**config.mk**
```make
export PLATFORM = sky130hd
export DESIGN_NAME = tsi_host_port
export DESIGN_NICKNAME = d
export VERILOG_FILES = /design/src/rtl/tsi_host_pkg.sv /design/src/rtl/tsi_ctl_reg.sv /design/src/rtl/tsi_decode.sv /design/src/rtl/tsi_seq.sv /design/src/rtl/tsi_host_port.sv
export SDC_FILE = /design/constraint.sdc
export NUM_CORES = 1
export LEC_CHECK = 0
export ABC_AREA = 0
export BUFFER_PORTS_ARGS = -buffer_cell sky130_fd_sc_hd__clkbuf_2
export CORE_ASPECT_RATIO = 0.5
export CORE_MARGIN = 10
export CORE_UTILIZATION = 51
export CTS_BUF_LIST = sky130_fd_sc_hd__clkbuf_8
export CTS_CLUSTER_SIZE = 8
export DETAILED_ROUTE_END_ITERATION = 8
export PLACE_DENSITY = 0.88
export SLEW_MARGIN = 20
export SYNTH_ARGS = -nofsm -noshare
export SYNTH_HDL_FRONTEND = slang
export SYNTH_SLANG_ARGS = --single-unit
export TNS_END_PERCENT = 10
```
**constraint.sdc**
```tcl
create_clock -name clk -period 2.03 [get_ports clk]
set_input_delay 0.3045 -clock clk [delete_from_list [all_inputs] [get_ports clk]]
set_output_delay 0.3045 -clock clk [all_outputs]
set_load 0.05 [all_outputs]
```
**src/rtl/tsi_host_pkg.sv**
```systemverilog
package tsi_host_pkg;
    localparam int DATA_W  = 8;
    localparam int HADDR_W = 6;
    localparam int CH_W    = 5;
    localparam int ST_W    = 3;
    localparam int MADDR_W = ST_W + CH_W;

    typedef enum logic [1:0] {
        TGT_NONE = 2'b00,
        TGT_CHI  = 2'b01,
        TGT_CLO  = 2'b10,
        TGT_DAT  = 2'b11
    } tgt_e;

    typedef struct packed {
        logic            split;
        logic            proc_all;
        logic            spare;
        tgt_e            msel;
        logic [ST_W-1:0] stream;
    } ctl_t;

    typedef struct packed {
        logic               we;
        tgt_e               tgt;
        logic [MADDR_W-1:0] addr;
        logic [DATA_W-1:0]  wdata;
    } mreq_t;

    typedef enum logic [1:0] {
        S_IDLE  = 2'b00,
        S_WAIT  = 2'b01,
        S_FETCH = 2'b10,
        S_ACK   = 2'b11
    } seq_e;

    function automatic tgt_e pick_tgt(input ctl_t c, input logic is_read);
        return (is_read && c.split) ? TGT_DAT : c.msel;
    endfunction
endpackage

```
**src/rtl/tsi_ctl_reg.sv**
```systemverilog
module tsi_ctl_reg
    import tsi_host_pkg::*;
(
    input  logic              clk,
    input  logic              rst,
    input  logic              we,
    input  logic [DATA_W-1:0] wdata,
    output ctl_t              q
);
    always_ff @(posedge clk) begin
        if (rst)     q <= '0;
        else if (we) q <= ctl_t'(wdata);
    end

    a_r1_holds_without_write: assert property (@(posedge clk) disable iff (rst)
        !we |=> $stable(q));
endmodule

```
**src/rtl/tsi_decode.sv**
```systemverilog
module tsi_decode
    import tsi_host_pkg::*;
(
    input  ctl_t               ctl,
    input  logic [HADDR_W-1:0] addr,
    input  logic               rw,
    input  logic [DATA_W-1:0]  wdata,
    output logic               is_ctl,
    output mreq_t              op
);
    localparam int SEL_BIT = HADDR_W - 1;

    always_comb begin
        is_ctl   = ~addr[SEL_BIT];
        op.we    = ~rw;
        op.tgt   = pick_tgt(ctl, rw);
        op.addr  = {ctl.stream, addr[CH_W-1:0]};
        op.wdata = wdata;
    end
endmodule

```
**src/rtl/tsi_seq.sv**
```systemverilog
module tsi_seq
    import tsi_host_pkg::*;
(
    input  logic              clk,
    input  logic              rst,
    input  logic              cs_n,
    input  logic              ds,
    input  logic              is_ctl,
    input  mreq_t             op,
    input  ctl_t              ctl_q,
    input  logic              slot_ok,
    input  logic [DATA_W-1:0] mem_rdata,
    output logic              ctl_we,
    output logic              ack_n,
    output logic [DATA_W-1:0] rdata,
    output logic              mem_req,
    output mreq_t             mem_op
);
    seq_e st;
    logic start;

    assign start   = ~cs_n & ds;
    assign ctl_we  = (st == S_IDLE) & start & is_ctl & op.we;
    assign ack_n   = (st != S_ACK);
    assign mem_req = (st == S_WAIT);

    always_ff @(posedge clk) begin
        if (rst) begin
            st     <= S_IDLE;
            rdata  <= '0;
            mem_op <= '0;
        end else begin
            case (st)
                S_IDLE: if (start) begin
                    if (is_ctl) begin
                        if (!op.we) rdata <= DATA_W'(ctl_q);
                        st <= S_ACK;
                    end else if (op.tgt == TGT_NONE) begin
                        if (!op.we) rdata <= '0;
                        st <= S_ACK;
                    end else begin
                        mem_op <= op;
                        st     <= S_WAIT;
                    end
                end
                S_WAIT:  if (slot_ok) st <= mem_op.we ? S_ACK : S_FETCH;
                S_FETCH: begin
                    rdata <= mem_rdata;
                    st    <= S_ACK;
                end
                S_ACK:   if (!start) st <= S_IDLE;
                default: st <= S_IDLE;
            endcase
        end
    end

    a_r7_req_held: assert property (@(posedge clk) disable iff (rst)
        (mem_req && !slot_ok) |=> (mem_req && $stable(mem_op)));
    a_r7_no_early_ack: assert property (@(posedge clk) disable iff (rst)
        mem_req |-> ack_n);
    a_r9_ack_holds: assert property (@(posedge clk) disable iff (rst)
        (!ack_n && start) |=> !ack_n);
    a_r9_ack_release: assert property (@(posedge clk) disable iff (rst)
        (!ack_n && !start) |=> ack_n);
    a_r2_ctl_fast: assert property (@(posedge clk) disable iff (rst)
        (st == S_IDLE && start && is_ctl) |=> (!ack_n && !mem_req));
endmodule

```
**src/rtl/tsi_host_port.sv**
```systemverilog
module tsi_host_port
    import tsi_host_pkg::*;
(
    input  logic               clk,
    input  logic               rst,
    input  logic               cs_n,
    input  logic               ds,
    input  logic               rw,
    input  logic [HADDR_W-1:0] addr,
    input  logic [DATA_W-1:0]  wdata,
    output logic [DATA_W-1:0]  rdata,
    output logic               ack_n,
    input  logic               slot_ok,
    input  logic [DATA_W-1:0]  mem_rdata,
    output logic               mem_req,
    output logic               mem_we,
    output logic [1:0]         mem_tgt,
    output logic [MADDR_W-1:0] mem_addr,
    output logic [DATA_W-1:0]  mem_wdata,
    output logic               proc_all
);
    ctl_t  ctl;
    mreq_t op;
    mreq_t mem_op;
    logic  is_ctl;
    logic  ctl_we;

    tsi_ctl_reg u_ctl (
        .clk(clk), .rst(rst), .we(ctl_we), .wdata(wdata), .q(ctl)
    );

    tsi_decode u_dec (
        .ctl(ctl), .addr(addr), .rw(rw), .wdata(wdata),
        .is_ctl(is_ctl), .op(op)
    );

    tsi_seq u_seq (
        .clk(clk), .rst(rst), .cs_n(cs_n), .ds(ds), .is_ctl(is_ctl),
        .op(op), .ctl_q(ctl), .slot_ok(slot_ok), .mem_rdata(mem_rdata),
        .ctl_we(ctl_we), .ack_n(ack_n), .rdata(rdata),
        .mem_req(mem_req), .mem_op(mem_op)
    );

    assign mem_we    = mem_op.we;
    assign mem_tgt   = mem_op.tgt;
    assign mem_addr  = mem_op.addr;
    assign mem_wdata = mem_op.wdata;
    assign proc_all  = ctl.proc_all;

    a_r5_split_read: assert property (@(posedge clk) disable iff (rst)
        (mem_req && !mem_we && ctl.split) |-> (mem_tgt == TGT_DAT));
    a_r4_no_null_req: assert property (@(posedge clk) disable iff (rst)
        mem_req |-> (mem_tgt != TGT_NONE));
endmodule

```
# After elaboration in Yosys (flattened, before gate mapping)
# Cells that the tools add are included.
# W data, S select, Z words.
# op_classes
eq_ne	10
mux	14
bitwise	8
n_reduce_logical	7
# ops
cell	count
$mux W8	5
$pmux W8 S2	1
$mux W2	6
$ne A3 B3 Y1 const B	3
$pmux W2 S4	1
$ne A2 B2 Y1 const B	3
$reduce_and A5 Y1	1
$and A1 B1 Y1	4
$eq A2 B2 Y1 const B	2
$logic_not A2 Y1	2
$not A1 Y1	4
$reduce_and A4 Y1	1
$reduce_and A3 Y1	1
$eq A2 B1 Y1 const B	1
$ne A2 B1 Y1 const B	1
$reduce_bool A2 Y1	1
$logic_and A1 B1 Y1	1
$mux W1	1
# word_totals
ff_bits	37
inputBits	28
out_inout_bits	30
wordCells	50

# Logic depth before layout (Yosys ltp)
# Gate-level depths: netlist of the first run.
# logic_depth
word_depth	7
depth_mapped	9
ltp_nobuf	6

# Hierarchy
# From an unflattened synthesis of the first run, not the netlist that was laid out.
# hier_totals
hier_cells	214
area_unflattened_um2	1894.3
# modules_own_cells
mod	n_inst	cells_each	area_per_inst_um2	seq_area_each_um2
tsi_seq	1	168	1466.4	580.6
tsi_ctl_reg	1	26	285.3	160.2
tsi_decode	1	20	142.6	0.0

# Worst setup path after synthesis of the first run
# Ideal clock, no wire load.
# synth_timing
kind	reg2reg
startpoint	reg u_seq.st[0]
endpoint	reg u_seq.rdata[2]
setup_ns	0.080
arrival_time_ns	1.665
required_ns	1.950
slack_ns	0.285
stages_incl_launch_ff	10
n_path_buf	3
period_less_slack_ns	1.745
path_cell_list	dfxtp_1 -> inv_1 -> ha_1 -> clkbuf_1 -> nand4b_1 -> a21o_1 -> buf_2 -> and2_1 -> buf_6 -> a211oi_2
# synth_via
elab_chain_cells	3
elab_cells_between_ends	9
cone_classes	eq/ne: 5; mux: 1; reduce/logical: 3
# synth_lines
item	line_no	source
from (decl)	tsi_seq.sv:19	seq_e st;
from (signal assigned)	tsi_seq.sv:46	S_WAIT: if (slot_ok) st <= mem_op.we ? S_ACK : S_FETCH;
$logic_not A2 Y1 or $eq A2 B2 Y1 (tied branches)	tsi_seq.sv:33	case (st)
$ne A3 B3 Y1 (no source line), or another cell as far along	n/a	
$reduce_and A5 Y1 (no source line)	n/a	
to (signal assigned)	tsi_seq.sv:36	if (!op.we) rdata <= DATA_W'(ctl_q);
to (signal assigned)	tsi_seq.sv:48	rdata <= mem_rdata;
to (decl)	tsi_seq.sv:15	output logic [DATA_W-1:0] rdata,
# Parallel ways exist; a longest one is shown, timed or not.
# A chain may end at the register's enable or synchronous reset.

# Final worst setup path of the first run
# Ends and elaborated chain as after synthesis.

==> run_results.csv, run 1 <==
group,metric,value,unit
outcome,outcome,"complete, no violations",
grt,grt_max_degree,38,
setup_path,critPathArrivalTime,2.08,ns
pwr,power_density,1126,nW/µm²
job,cap_violations,0,
floorplanning,die_w,99.47,µm
finish,multiInputGateArea,764.5,µm²
logic_synthesis,yosysWarnings,0,
setup_path,r2r_slack,0.14,ns
placed_design,hpwl,3117,µm
grt,grt_util_all_layers,0.1413,
grt,antenna_found_initial,0,
logic_synthesis,syn_inst,182,
pwr,p_sw,0.0008657,W
pwr,p_leak,0.9011,nW
cts,htreeDepth,2,
setup_path,r2r-start,"u_seq.st[0]$_SDFFE_PP0P_",
setup_path,r2r-end,"u_seq.rdata[2]$_SDFFE_PP0P_",
grt,grt_util_met1,0.1586,
route,drt_iter0_drc,87,
sta,setup_tns,0,ns
sta,finalHoldViolCount,0,
finish,nets,270,
setup_path,crit_required,2.22,ns
min_path,hold_path_end,"u_seq.mem_op[9]$_SDFFE_PP0P_",
route,routed_via_density,5.457,
sta,finalCritPeriodShare,0.9305,
floorplanning,dieHeight,59.74,µm
cts,cts_buffers,5,
pwr,seqPwrFrac,0.374,
sta,tightest_slew,0.8127,ns
logic_synthesis,synth_top_area_share,0.4600,
min_path,min_path_type,"input pin to register",
logic_synthesis,synth.avg_cell_area,8.848,µm²
placed_design,gp_congestion,0.8131,
grt,grt_util_met3,0.05293,
sta,slew_headroom,0.4582,
route,first_pass_iters,5,
grt,grtUsageMet2,0.2315,
grt,busiest_layer,"met2",
cts,cts.clk_slew.worst_paths,0.07,ns
finish,syn2layout_area_growth,26.11,%
route,routed_wl,4329,µm
cts,hold_buffers,0,
setup_path,worstSetupStartpointType,"register",
logic_synthesis,ys_types,26,
sta,setup_ws,0.1411,ns
pwr,peakVddDrop,567.8,µV
grt,grt_pass1_vias,1479,
setup_path,cp-startpoint,"u_seq.st[0]$_SDFFE_PP0P_",
min_path,min_from,"addr[1]",
finish,antenna_cells,0,
logic_synthesis,synth_nets,214,
sta,setup_viol,0,
floorplanning,io_pins,58,
min_path,hold_depth,3,
cts,clockBufferDepth,2,
logic_synthesis,synth_seq_cells,37,
route,vias,1517,
logic_synthesis,synth_top_area_cell,"dfxtp_1",
route,drcViolationCount,0,
logic_synthesis,synthTopCellsByArea,"dfxtp_1 (46%), nand2_1 (7.7%), a211oi_2 (6.2%)",
setup_path,cp-end-kind,"register",
placed_design,place_ws,0.1333,ns
floorplanning,core_area,3013,µm²
route,drt-wirelength-per-cell,15.57,µm
cts,cts.sinks,37,
grt,overflow,0,
cts,cts_root_buffer,"clkbuf_8",
logic_synthesis,synth-seq-area-share,0.4600,
sta,report.final.slew_viol_count,0,
finish,fill_cells,244,
placed_design,dp_cells,269,
placed_design,portBuffers,57,
sta,fin_skew,0.004802,ns
setup_path,worst-r2r-cell-count,6,
grt,grt_pass1_wl,6741,µm
cts,worstSkewPairLatency,0.29,ns
cts,cts_tree,"built",
pwr,intPower,0.001421,W
sta,rsz0062_at_grt,"false",
route,ant_nets,0,
floorplanning,start_util,0.5345,
setup_path,critPathKind,"register to register",
logic_synthesis,syn_area,1610,µm²
sta,fin_crit,1.889,ns
pwr,power.share.switching,0.3786,
setup_path,worst-path-max-fanout,9,
finish,fin_cells,278,
floorplanning,fp-row-count,14,
pwr,combPwrFrac,0.362,
finish,regArea,740.7,µm²
sta,fmax,529.4,MHz
floorplanning,die-area,5942,µm²
finish,drive_gt1_frac,0.3319,
pwr,power_frac_clock,0.263,
## flip-flops by register name, summed over array words and instances (netlist names)
register,cells
u_seq.mem_op,19
u_ctl.q,8
u_seq.rdata,8
u_seq.st,2
## worst max path at each step
stage | endpoint | depth (start not counted)
3_3_place_gp | u_seq.rdata[0]$_SDFFE_PP0P_ | 6
5_1_grt | u_seq.rdata[2]$_SDFFE_PP0P_ | 6
4_1_cts | u_seq.rdata[2]$_SDFFE_PP0P_ | 6
3_5_place_dp | u_seq.rdata[2]$_SDFFE_PP0P_ | 6
2_1_floorplan | u_seq.rdata[2]$_SDFFE_PP0P_ | 9
6_report | u_seq.rdata[2]$_SDFFE_PP0P_ | 6
## metrics by stage
| stage | instance area [µm²] | total power (W) | hold slack [ns] | util |
|---|---|---|---|---|
| finish | 2031 | 0.002287 | 0.2294 | 0.6740 |
| global route | 2031 | 0.002395 | 0.2405 | 0.6740 |
| CTS | 2014 | 0.002291 | 0.2259 | 0.6686 |
| detailed placement | 1911 | 0.001690 | 0.4472 | 0.6341 |
| global placement | 1911 | 0.001655 | 0.4424 | 0.6341 |
| floorplan | 1610 | 0.001523 | 0.4002 | - |
## critical path, cell delays in order (launching register included)
cell	delay [ns]
dfxtp_1	0.33
inv_1	0.13
ha_1	0.33
nand4b_1	0.14
a21o_1	0.27
and2_2	0.32
a211oi_2	0.27
## area by class of cell
type / instances / area share
Tap cell: 40 / 0.02465
Clock inverter: 2 / 0.01725
Multi-Input combinational cell: 119 / 0.3765
Sequential cell: 37 / 0.3648
Inverter: 13 / 0.02403
Timing Repair Buffer: 62 / 0.1590
Clock buffer: 5 / 0.03389
## cell families (layout without fill, tap and decap cells)
group,Yosys count,in the layout,share of synthesized area
AO/OA/AOI/OAI,44,44,0.2098
adder cells (fa/ha/maj),4,4,0.03108
buffers and inverters,26,82,0.06604
flip-flops,37,37,0.4600
multiplexers,9,9,0.05595
AND/OR/NAND/NOR,62,62,0.1772
## per-layer routing
layer | part of all wire | up-vias
met2 | 0.49 | 61
met4 | 0.026 | 0
li1 | - | 746
met3 | 0.070 | 14
met1 | 0.41 | 696
met5 | 0 | -
## cells in the final DEF, fill, tap and decap left out
cell type | netlist | layout
mux2i_1 | 9 | 9
ha_1 | 4 | 4
a211oi_1 | 4 | 4
o21ai_0 | 1 | 1
nor2b_1 | 1 | 1
bufinv_16 | 0 | 1
inv_1 | 13 | 13
and4_1 | 1 | 1
nand3_1 | 1 | 1
a31oi_1 | 1 | 1
o221a_2 | 1 | 1
nand4_1 | 1 | 1
clkbuf_8 | 0 | 5
dfxtp_1 | 37 | 37
buf_4 | 0 | 5
a211o_1 | 1 | 1
clkbuf_2 | 0 | 57
a21oi_1 | 18 | 18
a211oi_2 | 8 | 8
a21o_1 | 1 | 1
nor2_1 | 14 | 14
nand4b_1 | 1 | 1
nand2_1 | 33 | 33
and2_2 | 0 | 1
nand3b_1 | 1 | 1
clkinv_2 | 0 | 1
nor3b_1 | 8 | 8
a221oi_1 | 9 | 9
## cell usage after synthesis
library cell / number
dfxtp_1: 37
nand2_1: 33
a21oi_1: 18
nor2_1: 14
inv_1: 13
clkbuf_1: 11
a221oi_1: 9
mux2i_1: 9
a211oi_2: 8
nor3b_1: 8
a211oi_1: 4
ha_1: 4
a211o_1: 1
a21o_1: 1
a31oi_1: 1
and2_1: 1
and4_1: 1
buf_2: 1
buf_6: 1
nand3_1: 1
nand3b_1: 1
nand4_1: 1
nand4b_1: 1
nor2b_1: 1
o21ai_0: 1
o221a_2: 1
## timing repair
item | CTS | global route
buffers inserted | 0 | 2
gates resized for setup | 0 | 1
endpoints found under the setup margin | 0 | 11
## power groups by stage
stage	logic [W]	registers, W	clock network (W)
after floorplan	0.000480	0.00104	0
after global placement	0.000791	0.000864	0
after detailed placement	0.000820	0.000870	0
after CTS	0.000826	0.000855	0.000610
after global routing	0.000894	0.000864	0.000637
final	0.000828	0.000856	0.000602
Power figures use the tool's default switching activity.
==> run 2, diff against run 1 <==
REMOVE_ABC_BUFFERS = 1   (was default)
==> run_results.csv, run 2 (synthesis results as in run 1) <==
group,metric,value,unit
outcome,outcome,"complete, no violations",
route,drcViolationCount,0,
placed_design,portBuffers,57,
setup_path,path_delay_family,"compound AO/OA/AOI/OAI gates",
finish,antenna_cells,0,
setup_path,worst-r2r-cell-count,6,
cts,worstSkewPairLatency,0.29,ns
sta,rsz0062_at_grt,"false",
cts,cts_root_buffer,"clkbuf_8",
setup_path,crit_required,2.23,ns
grt,grt_pass1_vias,1434,
sta,setup_viol,0,
job,cap_violations,0,
cts,cts.sinks,37,
finish,final_common_cell,"clkbuf_2",
sta,finalCritPeriodShare,0.9217,
setup_path,critPathKind,"register to register",
setup_path,cp.depth,6,
grt,antenna_found_initial,0,
finish,finalInstanceArea,2029,µm²
min_path,min_path_type,"input pin to register",
grt,grt_max_degree,38,
sta,fin_skew,0.003407,ns
placed_design,place_area,1903,µm²
placed_design,dp_cells,268,
floorplanning,io_pins,58,
sta,slew_headroom,0.4650,
sta,report.final.slew_viol_count,0,
floorplanning,dieHeight,59.74,µm
finish,fin_cells,277,
cts,clockBufferDepth,2,
pwr,p_leak,0.8997,nW
sta,finalHoldViolCount,0,
setup_path,critPathArrivalTime,2.07,ns
pwr,power_density,1163,nW/µm²
sta,fmax,534.5,MHz
finish,largestRegisters,"u_seq.mem_op (19), u_ctl.q (8), u_seq.rdata (8)",
setup_path,cp-end-kind,"register",
finish,nets,268,
finish,syn2layout_area_growth,26.03,%
setup_path,crit_chain,"inv_1, ha_2, nand4b_1, a21o_1, and2_1, a211oi_2",
setup_path,worst-path-max-fanout,9,
min_path,hold_depth,3,
setup_path,r2r-start,"u_seq.st[0]$_SDFFE_PP0P_",
finish,layout_common_cells,"clkbuf_2 (57), dfxtp_1 (37), nand2_1 (33)",
floorplanning,die_w,99.47,µm
floorplanning,die-area,5942,µm²
setup_path,critPathMaxStageDelay,0.34,ns
route,routed_via_density,5.235,
setup_path,r2r_slack,0.16,ns
route,drt_iter0_drc,81,
setup_path,worstSetupStartpointType,"register",
sta,fin_crit,1.871,ns
route,first_pass_iters,4,
finish,drive_gt1_frac,0.3249,
pwr,peakVddDrop,618.9,µV
grt,overflow,0,
min_path,min_from,"addr[0]",
min_path,hold_path_end,"u_seq.mem_op[8]$_SDFFE_PP0P_",
setup_path,r2r-end,"u_seq.rdata[2]$_SDFFE_PP0P_",
cts,cts_buffers,5,
cts,cts_tree,"built",
setup_path,critical-path-slowest-cell,"and2_1",
cts,cts.clk_slew.worst_paths,0.07,ns
placed_design,gp_congestion,0.7793,
floorplanning,core_area,3013,µm²
finish,final_util,0.6736,
cts,htreeDepth,2,
floorplanning,fp-row-count,14,
sta,setup_tns,0,ns
route,routed_wl,4195,µm
floorplanning,start_util,0.5345,
route,vias,1450,
grt,grt_util_all_layers,0.1412,
sta,tightest_slew,0.8026,ns
cts,hold_buffers,0,
setup_path,cp_num_buf_inv,1,
grt,grt_pass1_wl,6810,µm
placed_design,hpwl,3008,µm
finish,max_flop_register,"u_seq.mem_op",
route,ant_nets,0,
finish,largest_reg_flops,19,
route,drt-wirelength-per-cell,15.14,µm
-- run 2: cell types whose count changed in the layout (fill, tap and decap cells not counted), sizes merged --
cell / change
clkbuf: +1
inv: +1
clkinv: -1
buf: -2
-- run 2: timing repair --
item | 4_1_cts | 5_1_grt
endpoints found under the hold margin | 0 | 0
resized for setup | 0 | 1
setup buffers | 0 | 1
setup endpoints to repair | 0 | 22
-- run 2: cell type report --
class | count | area [µm²]
clock buffer | 6 | 82.58
clock inverter | 2 | 33.78
fill | 239 | 983.4
inverter | 13 | 48.80
multi-input combinational | 119 | 765.7
sequential | 37 | 740.7
tap | 40 | 50.05
timing repair buffer | 60 | 307.8
-- run 2: worst register-to-register path, delay by kind of cell, from the launching register on --
kind                     cells  cell delay (ns)
adder cells (fa/ha/maj)      1             0.30
AO/OA/AOI/OAI                2             0.54
AND/OR/NAND/NOR              2             0.46
flip-flops                   1             0.33
buffers and inverters        1             0.15
-- run 2: power by group --
group,internal [W],total (W),switching [W]
registers,0.000803,0.000854,0.0000505
logic,0.000263,0.000852,0.000589
clock network,0.000395,0.000654,0.000259
total,0.00146,0.00236,0.000898
-- run 2: worst max-delay path by stage --
stage | start | endpoint | slack (ns)
after floorplan | u_seq.st[0]$_SDFFE_PP0P_ | u_seq.rdata[0]$_SDFFE_PP0P_ | 0.36
after global placement | u_seq.st[1]$_SDFFE_PP0P_ | u_seq.rdata[6]$_SDFFE_PP0P_ | 0.24
after detailed placement | u_seq.st[1]$_SDFFE_PP0P_ | u_seq.rdata[2]$_SDFFE_PP0P_ | 0.16
after CTS | u_seq.st[0]$_SDFFE_PP0P_ | u_seq.mem_op[3]$_SDFFE_PP0P_ | 0.12
after global routing | u_seq.st[0]$_SDFFE_PP0P_ | u_seq.rdata[2]$_SDFFE_PP0P_ | 0.02
final | u_seq.st[0]$_SDFFE_PP0P_ | u_seq.rdata[2]$_SDFFE_PP0P_ | 0.16
-- run 2: metal layers --
metal | vias up | GRT usage | share of wire
met1 | 668 | 0.1504 | 0.41
li1 | 736 | - | -
met4 | 0 | 0.05071 | 0.018
met5 | - | 0 | 0
met3 | 8 | 0.05409 | 0.054
met2 | 38 | 0.2546 | 0.51
-- run 2: stage by stage --
stage | total power, W | setup WS [ns] | hold WS [ns]
final | 0.002360 | 0.1590 | 0.2287
after global routing | 0.002477 | 0.01853 | 0.2368
after CTS | 0.002357 | 0.1210 | 0.2214
after detailed placement | 0.001692 | 0.1577 | 0.4500
after global placement | 0.001657 | 0.2388 | 0.4414
after floorplan | 0.001485 | 0.3627 | 0.3691
